[config.mk]
export PLATFORM = sky130hd
export DESIGN_NAME = rtr_router
export DESIGN_NICKNAME = d
export VERILOG_FILES = /design/src/rtl/rtr_pkg.sv /design/src/rtl/rtr_match.sv /design/src/rtl/rtr_fifo.sv /design/src/rtl/rtr_ctrl.sv /design/src/rtl/rtr_router.sv
export SDC_FILE = /design/constraint.sdc
export NUM_CORES = 2
export LEC_CHECK = 0
export BUFFER_PORTS_ARGS = -buffer_cell sky130_fd_sc_hd__buf_4
export CELL_PAD_IN_SITES_DETAIL_PLACEMENT = 0
export CELL_PAD_IN_SITES_GLOBAL_PLACEMENT = 1
export CORE_ASPECT_RATIO = 0.7
export CORE_MARGIN = 3
export CORE_UTILIZATION = 51
export CTS_CLUSTER_DIAMETER = 100
export DETAILED_ROUTE_END_ITERATION = 10
export PLACE_DENSITY = 0.79
export SKIP_CTS_REPAIR_TIMING = 1
export SYNTH_ARGS = -nofsm -noshare
export SYNTH_HDL_FRONTEND = slang
export SYNTH_SLANG_ARGS = --single-unit
[constraint.sdc]
create_clock -name clk -period 4.4 [get_ports clk]
set_clock_uncertainty 0.1 [all_clocks]
set_input_delay 0 -clock clk [delete_from_list [all_inputs] [get_ports clk]]
set_output_delay 0 -clock clk [all_outputs]
set_load 0.05 [all_outputs]
[src/rtl/rtr_pkg.sv]
package rtr_pkg;
    localparam int BYTE_W     = 8;
    localparam int MAX_LEN    = 63;
    localparam int MAX_STORED = MAX_LEN + 1;
    localparam int CNT_W      = 6;

    typedef logic [BYTE_W-1:0] byte_t;

    typedef enum logic [2:0] {
        PH_DEST,
        PH_LEN,
        PH_BODY,
        PH_CHECK,
        PH_SKIP
    } phase_e;

    function automatic logic len_legal(input byte_t l);
        return l <= byte_t'(MAX_LEN);
    endfunction
endpackage

[src/rtl/rtr_match.sv]
module rtr_match
    import rtr_pkg::*;
#(
    parameter int NPORT = 4
) (
    input  byte_t [NPORT-1:0] port_addr,
    input  byte_t             dest,
    output logic [NPORT-1:0]  hit_vec,
    output logic              hit
);
    for (genvar p = 0; p < NPORT; p++) begin : g_cmp
        assign hit_vec[p] = (port_addr[p] == dest);
    end
    assign hit = |hit_vec;
endmodule

[src/rtl/rtr_fifo.sv]
module rtr_fifo
    import rtr_pkg::*;
#(
    parameter int DEPTH = 128,
    parameter int ROOM  = 64
) (
    input  logic  clk,
    input  logic  rst,
    input  logic  wr_en,
    input  byte_t wr_data,
    input  logic  commit,
    input  logic  abort,
    input  logic  rd_en,
    output logic  out_valid,
    output byte_t out_data,
    output logic  room
);
    localparam int AW = $clog2(DEPTH);
    localparam logic [AW:0] LIMIT = (AW+1)'(DEPTH - ROOM);

    byte_t       mem [DEPTH];
    logic [AW:0] wr_spec, wr_com, rd_ptr;
    logic [AW:0] used;

    assign used      = wr_com - rd_ptr;
    assign out_valid = (used != '0);
    assign out_data  = mem[rd_ptr[AW-1:0]];
    assign room      = (used <= LIMIT);

    always_ff @(posedge clk) begin
        if (wr_en) mem[wr_spec[AW-1:0]] <= wr_data;
    end

    always_ff @(posedge clk) begin
        if (rst) begin
            wr_spec <= '0;
            wr_com  <= '0;
            rd_ptr  <= '0;
        end else begin
            if (abort)         wr_spec <= wr_com;
            else if (wr_en)    wr_spec <= wr_spec + 1'b1;
            if (commit)        wr_com  <= wr_spec;
            if (rd_en && out_valid) rd_ptr <= rd_ptr + 1'b1;
        end
    end
endmodule

[src/rtl/rtr_ctrl.sv]
module rtr_ctrl
    import rtr_pkg::*;
#(
    parameter int NPORT = 4
) (
    input  logic             clk,
    input  logic             rst,
    input  logic             in_valid,
    input  byte_t            in_data,
    input  logic [NPORT-1:0] hit_vec,
    input  logic             hit,
    input  logic [NPORT-1:0] room_vec,
    output byte_t            dest_q,
    output logic             suspend,
    output logic [NPORT-1:0] wr_vec,
    output byte_t            wr_data,
    output logic [NPORT-1:0] commit_vec,
    output logic [NPORT-1:0] abort_vec,
    output logic             err
);
    phase_e           ph;
    byte_t            chk;
    logic [CNT_W-1:0] remain;
    logic             accept, len_ok, chk_good, target_room;

    assign target_room = |(hit_vec & room_vec);
    assign suspend     = (ph == PH_LEN) && hit && !target_room;
    assign accept      = in_valid && !suspend;
    assign len_ok      = len_legal(in_data);
    assign chk_good    = (chk == in_data);
    assign wr_data     = in_data;

    always_comb begin
        wr_vec     = '0;
        commit_vec = '0;
        abort_vec  = '0;
        if (accept) begin
            if ((ph == PH_LEN && len_ok && hit) || ph == PH_BODY) wr_vec = hit_vec;
            if (ph == PH_CHECK) begin
                if (chk_good) commit_vec = hit_vec;
                else          abort_vec  = hit_vec;
            end
        end
    end

    always_ff @(posedge clk) begin
        if (rst) begin
            ph     <= PH_DEST;
            chk    <= '0;
            remain <= '0;
            dest_q <= '0;
            err    <= 1'b0;
        end else begin
            err <= 1'b0;
            if (accept) begin
                case (ph)
                    PH_DEST: begin
                        dest_q <= in_data;
                        chk    <= in_data;
                        ph     <= PH_LEN;
                    end
                    PH_LEN: begin
                        chk    <= chk ^ in_data;
                        remain <= in_data[CNT_W-1:0];
                        if (!len_ok) begin
                            err <= 1'b1;
                            ph  <= PH_DEST;
                        end else if (!hit) begin
                            err <= 1'b1;
                            ph  <= PH_SKIP;
                        end else if (in_data == '0) begin
                            ph <= PH_CHECK;
                        end else begin
                            ph <= PH_BODY;
                        end
                    end
                    PH_BODY: begin
                        chk    <= chk ^ in_data;
                        remain <= remain - 1'b1;
                        if (remain == CNT_W'(1)) ph <= PH_CHECK;
                    end
                    PH_CHECK: begin
                        if (!chk_good) err <= 1'b1;
                        ph <= PH_DEST;
                    end
                    PH_SKIP: begin
                        if (remain == '0) ph <= PH_DEST;
                        else              remain <= remain - 1'b1;
                    end
                    default: ph <= PH_DEST;
                endcase
            end
        end
    end
endmodule

[src/rtl/rtr_router.sv]
module rtr_router
    import rtr_pkg::*;
#(
    parameter int NPORT = 4,
    parameter int DEPTH = 128
) (
    input  logic                    clk,
    input  logic                    rst,
    input  logic [NPORT-1:0][7:0]   port_addr,
    input  logic                    in_valid,
    input  logic [7:0]              in_data,
    output logic                    suspend,
    output logic                    err,
    input  logic [NPORT-1:0]        rd_en,
    output logic [NPORT-1:0]        out_valid,
    output logic [NPORT-1:0][7:0]   out_data
);
    byte_t            dest_q, wr_data;
    logic [NPORT-1:0] hit_vec, room_vec, wr_vec, commit_vec, abort_vec;
    logic             hit;

    rtr_match #(.NPORT(NPORT)) u_match (
        .port_addr (port_addr),
        .dest      (dest_q),
        .hit_vec   (hit_vec),
        .hit       (hit)
    );

    rtr_ctrl #(.NPORT(NPORT)) u_ctrl (
        .clk        (clk),
        .rst        (rst),
        .in_valid   (in_valid),
        .in_data    (in_data),
        .hit_vec    (hit_vec),
        .hit        (hit),
        .room_vec   (room_vec),
        .dest_q     (dest_q),
        .suspend    (suspend),
        .wr_vec     (wr_vec),
        .wr_data    (wr_data),
        .commit_vec (commit_vec),
        .abort_vec  (abort_vec),
        .err        (err)
    );

    for (genvar p = 0; p < NPORT; p++) begin : g_q
        rtr_fifo #(.DEPTH(DEPTH), .ROOM(MAX_STORED)) u_fifo (
            .clk       (clk),
            .rst       (rst),
            .wr_en     (wr_vec[p]),
            .wr_data   (wr_data),
            .commit    (commit_vec[p]),
            .abort     (abort_vec[p]),
            .rd_en     (rd_en[p]),
            .out_valid (out_valid[p]),
            .out_data  (out_data[p]),
            .room      (room_vec[p])
        );
    end
endmodule

==> reports/summary.log <==
[place] quantity of I/O buffers inserted on ports 84
[setup_path] worst reg2reg startpoint g_q[2].u_fifo.rd_ptr[3]$_SDFFE_PP0P_
[clock_tree] total clock buffers created by CTS 388
[clock_tree] root buffer selected by CTS sky130_fd_sc_hd__clkbuf_16
[timing] number of hold violations in the final report 5
[clock_tree] insertion delay to the later sink of the worst-skew pair 920 ps
[logic_synthesis] Synth Net Count 7560
[min_path] source of the worst hold timing path port_addr[13]
[detailed_routing] post-detailed-route wirelength per cell 31.5 um
[place] Post-DP HPWL 243000 um
[final_layout] proportion of layout cells with a drive suffix above 1 33.8%
[setup_path] critical path data required time 4300 ps
[floorplan] width of the die 689 um
[timing] period utilisation layout 97.2%
[final_layout] Area Growth Syn to Fin 14.8%
[detailed_routing] Via-to-Cell Ratio 6.39
[grt] number of antenna violations at the first check in global routing 32
[final_layout] final std cells w/o fill 12929
[grt] overflow left after global routing 0
[setup_path] end of the worst register-to-register path g_q[0].u_fifo.mem[82][2]$_DFFE_PP_
[clock_tree] maximum level of the CTS H-tree 5
[timing] Max Fclk 0.234 GHz
[pwr] ratio of total power to cell area 489 mW/mm2
[floorplan] die extent in y 484 um
[timing] actual slew at the worst max-slew pin 1430 ps
[detailed_routing] overall routed net length 407000 um
[status] run status complete, but fails checks
[setup_path] nature of the critical path endpoint primary output
[setup_path] startpoint-to-endpoint class of the critical path flip-flop to primary output
[logic_synthesis] number of warnings printed during yosys synthesis 0
[grt] via count of the first global-routing pass 81114
[logic_synthesis] post-synthesis cell count 7474
[min_path] hold path endpoint g_q[1].u_fifo.wr_spec[4]$_SDFFE_PP0P_
[clock_tree] maximum root-to-sink buffer count 4
[logic_synthesis] cell area after synthesis 0.166 mm2
[grt] maximum number of pins on one net before global-route repair 196
[timing] count of final setup violators 0
[logic_synthesis] count of different cell masters after synthesis 75
[logic_synthesis] most used standard cell by instance count after synthesis sky130_fd_sc_hd__edfxtp_1
[floorplan] initial core utilization 51.5%
[timing] Final Max Tran Viols 0
[logic_synthesis] cell types with the largest area share after synthesis sky130_fd_sc_hd__edfxtp_1, sky130_fd_sc_hd__mux4_2, sky130_fd_sc_hd__dfxtp_1
[logic_synthesis] async set-or-reset flop fraction in the synthesized netlist 0%
[logic_synthesis] post-synth top area cell sky130_fd_sc_hd__edfxtp_1
[setup_path] Critical Path AT 4180 ps
[place] global placer's final weighted congestion 0.843
[pwr] maximum resistive drop on vdd 0.332 mV
[setup_path] Worst Path Max Fanout 35
[grt] first-pass GRT wire length 591000 um
[min_path] Hold Path Class input pin to flip-flop
[logic_synthesis] Main synth FF type sky130_fd_sc_hd__edfxtp_1
[logic_synthesis] total of flip-flops plus latches after synthesis 4246
[floorplan] area of the die 0.333 mm2
[clock_tree] number of clock sinks 4246
[setup_path] r2r worst-path depth 13
[final_layout] # fillers 22137
[setup_path] startpoint class of the critical path flip-flop
[setup_path] worst setup slack for register-to-register paths 140 ps
[detailed_routing] Starting DRT DRC Count 12659
[timing] hold slack -28.3 ps
[timing] worst max-slew margin expressed relative to the limit 4.37%
[status] violations in the final reports hold timing
[min_path] instance count along the most critical hold path 9
[floorplan] core box area 0.323 mm2
[logic_synthesis] sequential share of the synthesized area 75.7%
[detailed_routing] 1st-pass router iterations 6
[detailed_routing] via count 82567
[floorplan] standard-cell row count 174
[logic_synthesis] top cells by instance count after synthesis sky130_fd_sc_hd__edfxtp_1, sky130_fd_sc_hd__mux4_2, sky130_fd_sc_hd__nor2_1, sky130_fd_sc_hd__clkbuf_1, sky130_fd_sc_hd__dfxtp_1
[detailed_routing] remaining design rule violation count 0
[flow_run] maxcap violations 0
[grt] GR Util All Layers 24.2%
[place] number of instances in the placed design 12172
[final_layout] number of nets in the layout 8396
[logic_synthesis] Post-synth EDFFs 4096
[floorplan] number of primary I/O pins 85
[timing] minimum clock period 4280 ps
[clock_tree] CTS tree done
[clock_tree] clock-pin slew reported for the worst setup and hold paths after clock tree synthesis 70 ps
[logic_synthesis] Avg Cell Area, Syn 22.3 um2
[logic_synthesis] area share of the leading cell type in the synthesized netlist 73.9%
[detailed_routing] remaining antenna violation count after routing 0
[pwr] static leakage power 58.5 nW
-- per-layer routing --
layer | GRT usage, % | share of wire (%) | vias up
met5 | 0 | 0.0032 | -
met4 | 4.84 | 1.9 | 2
met3 | 5.67 | 12 | 513
met2 | 34.9 | 45 | 5206
met1 | 38.4 | 41 | 43542
li1 | - | - | 33304
-- layout make-up --
class | count | area [um2] | share of cell area (%)
Antenna cell | 8 | 20.0 | 0.0105
Clock buffer | 461 | 10200 | 5.32
Clock inverter | 228 | 2230 | 1.17
Inverter | 43 | 161 | 0.0845
Multi-Input combinational cell | 2722 | 38900 | 20.4
Sequential cell | 4246 | 126000 | 66.0
Tap cell | 4312 | 5400 | 2.82
Timing Repair Buffer | 909 | 8140 | 4.26
-- cells by family after synthesis --
family	share of synthesized area, %
flops	75.7
buf+inv	1.20
fa+ha+maj	0.293
mux	18.7
simple gates	2.68
xor+xnor	0.526
compound gates	0.917
-- layout by cell type (no fill, tap or decap), types with 10 or more instances in the layout --
cell	synthesis	layout
sky130_fd_sc_hd__edfxtp_1	4096	4096
sky130_fd_sc_hd__mux4_2	1344	1344
sky130_fd_sc_hd__buf_4	12	774
sky130_fd_sc_hd__nor2_1	495	494
sky130_fd_sc_hd__clkbuf_16	0	395
sky130_fd_sc_hd__dfxtp_1	150	134
sky130_fd_sc_hd__nand2_1	108	107
sky130_fd_sc_hd__buf_12	0	90
sky130_fd_sc_hd__nor4_1	126	82
sky130_fd_sc_hd__xnor2_1	80	80
sky130_fd_sc_hd__clkinv_1	1	71
sky130_fd_sc_hd__clkinv_2	0	66
sky130_fd_sc_hd__clkbuf_1	283	61
sky130_fd_sc_hd__mux2i_1	50	50
sky130_fd_sc_hd__nor3_1	50	49
sky130_fd_sc_hd__nand3_1	46	45
sky130_fd_sc_hd__inv_1	42	42
sky130_fd_sc_hd__a21oi_1	39	39
sky130_fd_sc_hd__bufinv_16	0	39
sky130_fd_sc_hd__ha_1	39	38
sky130_fd_sc_hd__a211oi_1	36	36
sky130_fd_sc_hd__nor4_2	1	35
sky130_fd_sc_hd__mux2_2	32	32
sky130_fd_sc_hd__dlygate4sd3_1	0	31
sky130_fd_sc_hd__nand4_1	28	28
sky130_fd_sc_hd__o21ai_0	25	25
sky130_fd_sc_hd__clkinvlp_4	0	22
sky130_fd_sc_hd__xor2_1	20	20
sky130_fd_sc_hd__nor2b_1	17	16
sky130_fd_sc_hd__nand3b_1	14	14
sky130_fd_sc_hd__dfxtp_4	0	13
sky130_fd_sc_hd__inv_6	0	13
sky130_fd_sc_hd__clkinv_4	0	13
sky130_fd_sc_hd__a31oi_1	12	10
sky130_fd_sc_hd__nand2b_1	11	10
sky130_fd_sc_hd__nor4_4	0	10
sky130_fd_sc_hd__and2_1	10	10
-- power by group --
group / switching, W / total (W) / internal, W
registers: 0.000209 / 0.0446 / 0.0443
clock network: 0.0146 / 0.0334 / 0.0188
logic: 0.00799 / 0.0155 / 0.00752
-- metrics by stage --
| stage | setup TNS [ps] | utilization, % | instance area [um2] | setup WS [ps] | total power, W |
|---|---|---|---|---|---|
| final | 0 | 59.1 | 191000 | 123 | 0.0934 |
| after global routing | -41.5 | 59.1 | 191000 | -7.38 | 0.0962 |
| after CTS | -3250 | 58.8 | 190000 | -163 | 0.0937 |
| after detailed placement | 0 | 55.0 | 178000 | 22.4 | 0.0607 |
| after global placement | -140 | 55.0 | 178000 | -24.7 | 0.0605 |
| after floorplan | 0 | - | 166000 | 79.0 | 0.0553 |
-- how the worst max path moves through the flow --
stage                                    startpoint                                   to  slack [ps]  cells past startpoint
6_report                                  flip-flop                         out_data[31]         120                      6
5_1_grt        g_q[2].u_fifo.rd_ptr[3]$_SDFFE_PP0P_  g_q[2].u_fifo.mem[112][3]$_DFFE_PP_          -7                     13
4_1_cts                                   flip-flop                         out_data[29]        -160                      6
3_5_place_dp   g_q[2].u_fifo.rd_ptr[2]$_SDFFE_PP0P_  g_q[0].u_fifo.mem[117][2]$_DFFE_PP_          20                     13
3_3_place_gp   g_q[2].u_fifo.rd_ptr[2]$_SDFFE_PP0P_   g_q[0].u_fifo.mem[68][5]$_DFFE_PP_         -20                     13
2_1_floorplan  g_q[2].u_fifo.rd_ptr[2]$_SDFFE_PP0P_  g_q[0].u_fifo.mem[100][0]$_DFFE_PP_          80                     14
-- critical path, stage by stage (launching register included) --
cell and delay, ps:
sky130_fd_sc_hd__dfxtp_4 650, sky130_fd_sc_hd__buf_4 560, sky130_fd_sc_hd__mux4_2 420, sky130_fd_sc_hd__mux4_2 520, sky130_fd_sc_hd__mux4_2 520, sky130_fd_sc_hd__mux2_2 350, sky130_fd_sc_hd__buf_4 210
-- sequential cells by signal, indices dropped and copies added (netlist names), named ones only --
name                cells
u_ctrl.err              1
g_q.u_fifo.rd_ptr      32
u_ctrl.chk              8
g_q.u_fifo.mem       4096
u_ctrl.dest_q           8
g_q.u_fifo.wr_spec     32
u_ctrl.ph               3
u_ctrl.remain           6
g_q.u_fifo.wr_com      32
No activity file was read; power rests on OpenSTA's default activity.
